===== src/rtl/agc_frz_pkg.sv =====
package agc_frz_pkg;
  typedef enum logic [1:0] {
    ST_ADAPT = 2'd0,
    ST_COUNT = 2'd1,
    ST_LOCK  = 2'd2
  } frz_state_e;
endpackage


===== src/rtl/agc_frz_limit.sv =====
module agc_frz_limit #(
  parameter int unsigned TMR_W   = 12,
  parameter int unsigned OFS_W   = 6,
  parameter int unsigned LOW_FIX = 28,
  parameter int unsigned DEF_DLY = 400
) (
  input  logic             clk_i,
  input  logic             rst_ni,
  input  logic             load_i,
  input  logic             dly_en_i,
  input  logic [OFS_W-1:0] dly_ofs_i,
  output logic [TMR_W-1:0] limit_o
);
  localparam int unsigned LOW_W = TMR_W - OFS_W;
  localparam logic [LOW_W-1:0] LOW_BITS = LOW_W'(LOW_FIX);
  localparam logic [TMR_W-1:0] DEF_LIM  = TMR_W'(DEF_DLY);

  logic [TMR_W-1:0] limit_q, limit_d;

  assign limit_d = dly_en_i ? {dly_ofs_i, LOW_BITS} : DEF_LIM;

  always_ff @(posedge clk_i or negedge rst_ni) begin
    if (!rst_ni)     limit_q <= DEF_LIM;
    else if (load_i) limit_q <= limit_d;
  end

  assign limit_o = limit_q;

  // the latched delay is either the default or carries the fixed low bits
  assert_limit_legal_R4: assert property (@(posedge clk_i) disable iff (!rst_ni)
    (limit_q == DEF_LIM) || (limit_q[LOW_W-1:0] == LOW_BITS));

  // settings are only taken while loading
  assert_limit_held_R10: assert property (@(posedge clk_i) disable iff (!rst_ni)
    !load_i |=> $stable(limit_q));
endmodule


===== src/rtl/agc_frz_timer.sv =====
module agc_frz_timer #(
  parameter int unsigned TMR_W = 12
) (
  input  logic             clk_i,
  input  logic             rst_ni,
  input  logic             clr_i,
  input  logic             run_i,
  input  logic             smp_en_i,
  input  logic [TMR_W-1:0] limit_i,
  output logic             hit_o
);
  logic [TMR_W-1:0] cnt_q;
  logic [TMR_W-1:0] cnt_inc;

  assign cnt_inc = cnt_q + TMR_W'(1);

  always_ff @(posedge clk_i or negedge rst_ni) begin
    if (!rst_ni)                cnt_q <= '0;
    else if (clr_i)             cnt_q <= '0;
    else if (run_i && smp_en_i) cnt_q <= cnt_inc;
  end

  // the pulse that completes the delay
  assign hit_o = run_i && smp_en_i && (cnt_inc == limit_i);

  // no sample pulse, no progress
  assert_cnt_frozen_R5: assert property (@(posedge clk_i) disable iff (!rst_ni)
    (!smp_en_i && !clr_i) |=> $stable(cnt_q));

  // a running count stays below the delay
  assert_cnt_bound_R4: assert property (@(posedge clk_i) disable iff (!rst_ni)
    run_i |-> (cnt_q < limit_i));
endmodule


===== src/rtl/agc_frz_fsm.sv =====
module agc_frz_fsm
  import agc_frz_pkg::*;
(
  input  logic clk_i,
  input  logic rst_ni,
  input  logic carrier_i,
  input  logic hit_i,
  output logic clr_o,
  output logic run_o,
  output logic load_o,
  output logic lock_o
);
  frz_state_e state_q, state_d;

  always_comb begin
    state_d = state_q;
    unique case (state_q)
      ST_ADAPT: if (carrier_i) state_d = ST_COUNT;
      ST_COUNT: begin
        if (!carrier_i)  state_d = ST_ADAPT;
        else if (hit_i)  state_d = ST_LOCK;
      end
      ST_LOCK:  if (!carrier_i) state_d = ST_ADAPT;
      default:  state_d = ST_ADAPT;
    endcase
  end

  always_ff @(posedge clk_i or negedge rst_ni) begin
    if (!rst_ni) state_q <= ST_ADAPT;
    else         state_q <= state_d;
  end

  assign clr_o  = (state_q != ST_COUNT);
  assign run_o  = (state_q == ST_COUNT) && carrier_i;
  assign load_o = (state_q == ST_ADAPT);
  assign lock_o = (state_q == ST_LOCK);

  // a low carrier always ends counting or locking
  assert_carrier_drop_R7: assert property (@(posedge clk_i) disable iff (!rst_ni)
    !carrier_i |=> (state_q == ST_ADAPT));

  // lock is only reached from a running count
  assert_lock_entry_R3: assert property (@(posedge clk_i) disable iff (!rst_ni)
    $rose(lock_o) |-> $past(run_o));
endmodule


===== src/rtl/agc_frz_ctrl.sv =====
module agc_frz_ctrl #(
  parameter int unsigned TMR_W   = 12,
  parameter int unsigned OFS_W   = 6,
  parameter int unsigned LOW_FIX = 28,
  parameter int unsigned DEF_DLY = 400
) (
  input  logic             clk_i,
  input  logic             rst_ni,
  input  logic             smp_en_i,
  input  logic             dly_en_i,
  input  logic [OFS_W-1:0] dly_ofs_i,
  input  logic             carrier_i,
  input  logic             freeze_i,
  output logic             hold_o
);
  logic [TMR_W-1:0] limit;
  logic clr, run, load, lock, hit;

  agc_frz_limit #(
    .TMR_W(TMR_W), .OFS_W(OFS_W), .LOW_FIX(LOW_FIX), .DEF_DLY(DEF_DLY)
  ) u_limit (
    .clk_i(clk_i), .rst_ni(rst_ni), .load_i(load),
    .dly_en_i(dly_en_i), .dly_ofs_i(dly_ofs_i), .limit_o(limit)
  );

  agc_frz_timer #(.TMR_W(TMR_W)) u_timer (
    .clk_i(clk_i), .rst_ni(rst_ni), .clr_i(clr), .run_i(run),
    .smp_en_i(smp_en_i), .limit_i(limit), .hit_o(hit)
  );

  agc_frz_fsm u_fsm (
    .clk_i(clk_i), .rst_ni(rst_ni), .carrier_i(carrier_i), .hit_i(hit),
    .clr_o(clr), .run_o(run), .load_o(load), .lock_o(lock)
  );

  // freeze bypasses all registers so it acts within the cycle
  assign hold_o = lock | freeze_i;

  // both requests low releases the hold after one edge
  assert_release_R9: assert property (@(posedge clk_i) disable iff (!rst_ni)
    (!carrier_i && !freeze_i) |=> (!hold_o || freeze_i));

  // a hold that is not forced by freeze follows a high carrier
  assert_hold_needs_carrier_R6: assert property (@(posedge clk_i) disable iff (!rst_ni)
    ($rose(hold_o) && !freeze_i) |-> $past(carrier_i));
endmodule


===== config.mk =====
export PLATFORM = sky130hd
export DESIGN_NAME = agc_frz_ctrl
export DESIGN_NICKNAME = d
export VERILOG_FILES = /design/src/rtl/agc_frz_pkg.sv /design/src/rtl/agc_frz_limit.sv /design/src/rtl/agc_frz_timer.sv /design/src/rtl/agc_frz_fsm.sv /design/src/rtl/agc_frz_ctrl.sv
export SDC_FILE = /design/constraint.sdc
export NUM_CORES = 1
export LEC_CHECK = 0
export CORE_MARGIN = 4
export CORE_UTILIZATION = 55
export CTS_CLUSTER_DIAMETER = 100
export DETAILED_ROUTE_END_ITERATION = 16
export HOLD_SLACK_MARGIN = 0.15
export PLACE_DENSITY = 0.78
export SKIP_LAST_GASP = 1
export SYNTH_ARGS = -nofsm -noshare
export SYNTH_HDL_FRONTEND = slang
export SYNTH_SLANG_ARGS = --single-unit

===== constraint.sdc =====
create_clock -name clk_i -period 5.1 [get_ports clk_i]
set_input_delay 1.02 -clock clk_i [delete_from_list [all_inputs] [get_ports clk_i]]
set_output_delay 1.02 -clock clk_i [all_outputs]
set_load 0.02 [all_outputs]

# --- Word-level counts from Yosys, hierarchy flattened ---
# Cells that the tools add are included.
totals:
  regBits: 26
  output_inout_bits: 1
classes:
  add_sub_neg: 1
  eq_ne: 7
  muxes: 8
  n_bitwise: 1
  n_reduce_logical: 6
ops:
  columns: ["op", "n"]
  rows:
  - ["12-bit 2-to-1 mux", 3]
  - ["12-bit by 1-bit adder with 12-bit output (second input constant)", 1]
  - ["12-bit equality test", 1]
  - ["2-bit 2-to-1 mux", 4]
  - ["2-bit one-hot mux with 3 select lines", 1]
  - ["2-bit != test (second input constant)", 2]
  - ["1-bit logical AND", 3]
  - ["3-bit != test (second input constant)", 1]
  - ["3-bit AND reduction", 1]
  - ["2-bit by 1-bit equality test with 1-bit output (second input constant)", 1]
  - ["2-bit equality test (second input constant)", 1]
  - ["2-bit logical NOT", 1]
  - ["2-bit by 1-bit != test with 1-bit output (second input constant)", 1]
  - ["2-bit nonzero test", 1]
  - ["1-bit bitwise OR", 1]

# --- Longest topological paths before layout ---
depth:
  depth_word: 7
  ltp_mapped: 6
  depth_no_buf: 6

# --- Modules after synthesis ---
# A second synthesis with hierarchy kept.
hier_totals:
  cells_unflattened: 154
  hier_area_um2: 1383.8
by_module_without_submodules:
  columns: ["module", "instances", "cells_per_inst", "area_each_um2"]
  rows:
  - ["agc_frz_timer", 1, 109, 957.2]
  - ["agc_frz_limit", 1, 34, 324.1]
  - ["agc_frz_fsm", 1, 10, 96.3]
  - ["agc_frz_ctrl", 1, 1, 6.3]

# --- Worst setup path before layout ---
# OpenSTA, ideal clock, no wires.
synth_timing:
  path_kind: "input to output"
  startpoint: "input freeze_i"
  endpoint: "output hold_o"
  arrival_time_ns: 1.225
  t_required_ns: 4.080
  setup_slack_ns: 2.855
  cell_stages: 1
  path_cell_list: "a21o_1"
synth_via:
  elab_chain_cells: 1
synth_lines:
  columns: ["item", "line", "source"]
  rows:
  - ["start, declared", "agc_frz_ctrl.sv:13", "input logic freeze_i,"]
  - ["1-bit bitwise OR", "agc_frz_ctrl.sv:37", "assign hold_o = lock | freeze_i;"]
  - ["end, declared", "agc_frz_ctrl.sv:14", "output logic hold_o"]
# No other way between the ends.

# --- Worst setup path in the final report ---
# Same ends and word-level chain as after synthesis.

==> run summary <==
Register Area -> 528 sq um
Skew-Pair Late Insertion Delay -> 0.30 ns
Synth cell types -> 38
Synth top area share -> 0.385
Pint -> 0.000221 W
crit path max fanout -> 1
fraction of layout cells with a size suffix above 1 -> 0.0775
reg-to-reg startpoint -> u_timer.cnt_q[0]
setup TNS -> 0 ns
RSZ-0062 raised after global routing -> false
# fillers -> 183
sequential power share -> 0.608
Post-CTS Setup Inserts -> 0
CP Launch Type -> input port
end of the worst register-to-register path -> u_fsm.state_q[1]
FMAX -> 314 MHz
Async SR Flop Fraction -> 1.00
synth top area cells -> dfrtp_1 39%, xor2_1 7.1%, nand2_1 6.4%
Max Cap Viol -> 0
H-tree depth -> 1
DR pass1 iterations -> 4
Initial Utilization -> 0.604
Antenna Nets Post-Route -> 0
Final nets -> 157
Core Region -> 2040 sq um
Cells after Synth -> 132
Die Span Y -> 55.4 um
most numerous cell in the Yosys netlist -> nand2_1
clk root buf -> clkbuf_4
Setup Viol. Count Final -> 0
post-synthesis sequential area ratio -> 0.428
Primary FF master, synth -> dfrtp_1
Final Max Tran Viols -> 0
peak supply drop -> 0.155 mV
first-pass GRT wire length -> 3890 um
# DRC -> 0
WHS Endpoint -> u_limit.limit_o[8]
IO Port Bufs -> 12
hold path depth -> 2
die width -> 55.4 um
area of the multi-input gates -> 648 sq um
GRT Residual Overflow -> 0
Crit. End Element -> primary output
# diodes -> 0
hold path start -> u_limit.limit_o[8]
post-layout util -> 0.670
Sw Ratio -> 0.251
P_sw -> 0.0000741 W
WP data arrival -> 2.17 ns
clock slew at reported path FFs -> 0.12 ns
Vias -> 951
Max-slew headroom -> 0.404
leading area contributor after synthesis -> dfrtp_1
Hold-fix buffers, CTS -> 0
number of enable flip-flop cells after synthesis -> 0
syn nets -> 146
post-DP HPWL -> 1770 um
Tmin final -> 3.19 ns
Clock Skews -> 0.000451 ns
drt wl/cell -> 13.2 um
drt initial violations -> 9
Total GRT Usage -> 0.158
Final Wtd Congestion -> 0.796
Post-Syn Area -> 1230 sq um
TritonCTS Buffers -> 3
critical path type -> input port to primary output
yosys warns -> 0
number of global-route vias before repair -> 978
IO Count -> 13
Gate power share -> 0.119
Slew @ Worst Pin -> 0.891 ns
Hold Violations, Final -> 0
status -> complete, no violations
fin crit share -> 0.625
R2R cell count -> 6
CTS tree -> yes
Static Leak -> 0.586 nW
DIE AREA -> 3060 sq um
R2R Setup Slk -> 3.26 ns
via/cell ratio -> 5.63
area grow syn2layout -> 11.0%
Hold Crit Class -> flip-flop to flip-flop
Clock Tree Buf Depth -> 2
PD cells -> 215 nW/um^2
final WL -> 2230 um
Worst Setup SP -> freeze_i
WP data required -> 4.08 ns
largest net degree at the start of global routing -> 22
Syn Area/Cell -> 9.35 sq um
clock share of power -> 0.273
Synth Register Bits -> 21
most frequent cells after synthesis -> 21 x nand2_1, 19 x dfrtp_1, 10 x xor2_1
Site Rows -> 16
TritonCTS Sinks -> 21
post_cts resized -> 0
antenna violations before repair -> 0
critical path, stage by stage:
cell,delay (ns)
clkdlybuf4s50_1,0.47
a21o_1,0.09
clkdlybuf4s50_1,0.59
kinds of logic after synthesis:
kind of cell,share of synthesized area
and+or+nand+nor,0.234
xor gates and xnor gates,0.128
DFF,0.428
AOI/OAI and AO/OA,0.126
muxes,0.0172
adders and majority gates,0.0203
buffers and inverters,0.0466
final cells by class:
class                           instances  area share
Sequential cell                        21       0.386
Clock inverter                          1     0.00366
Multi-Input combinational cell        102       0.473
Timing Repair Buffer                   12      0.0878
Inverter                                3     0.00823
Clock buffer                            3      0.0165
Tap cell                               27      0.0247
how the worst max path moves through the flow:
stage / end / cells past startpoint / slack (ns)
after global routing: hold_o / 3 / 1.89
after floorplan: hold_o / 1 / 2.85
final: hold_o / 3 / 1.91
after detailed placement: hold_o / 3 / 1.91
after CTS: hold_o / 3 / 1.91
after global placement: hold_o / 3 / 1.94
cell usage in the layout, fill, tap and decap left out, drive strengths merged, types with 2 or more instances in the layout:
cell            n
nand2          21
dfrtp          19
clkdlybuf4s50  12
xor2           10
o21ai           9
nor2            9
xnor2           8
a21oi           5
and2            4
nand3           4
inv             3
nand4           3
or3             3
clkbuf          3
or2b            2
nor3            2
nor2b           2
ha              2
dfstp           2
and4            2
and3            2
power by group through the flow:
stage	Sequential [W]	Combinational (W)	Clock, W
after floorplan	0.000181	0.0000198	0
after global placement	0.000182	0.0000342	0
after detailed placement	0.000182	0.0000360	0
after CTS	0.000179	0.0000360	0.0000836
after global routing	0.000180	0.0000403	0.0000910
final	0.000179	0.0000352	0.0000803
per-layer routing:
layer,share of wire,vias up,GRT usage
li1,-,477,-
met1,0.44,451,0.187
met2,0.51,19,0.275
met3,0.036,4,0.0303
met4,0.010,0,0.0694
met5,0,-,0
through the flow:
stage | instances | setup slack, ns | total power [W] | hold slack (ns) | cell area (sq um)
after global placement | 165 | 1.94 | 0.000216 | 0.473 | 1340
after detailed placement | 165 | 1.91 | 0.000218 | 0.486 | 1340
after floorplan | 132 | 2.85 | 0.000201 | 0.464 | 1230
final | 169 | 1.91 | 0.000295 | 0.502 | 1370
after global routing | 169 | 1.89 | 0.000312 | 0.554 | 1370
after CTS | 169 | 1.91 | 0.000299 | 0.503 | 1370
registers in the layout, summed over array words and instances, names as in the netlist:
name / cells
u_fsm.state_q: 2
u_timer.cnt_q: 12
u_limit.limit_o: 7
No activity file was read; power rests on OpenSTA's default activity.
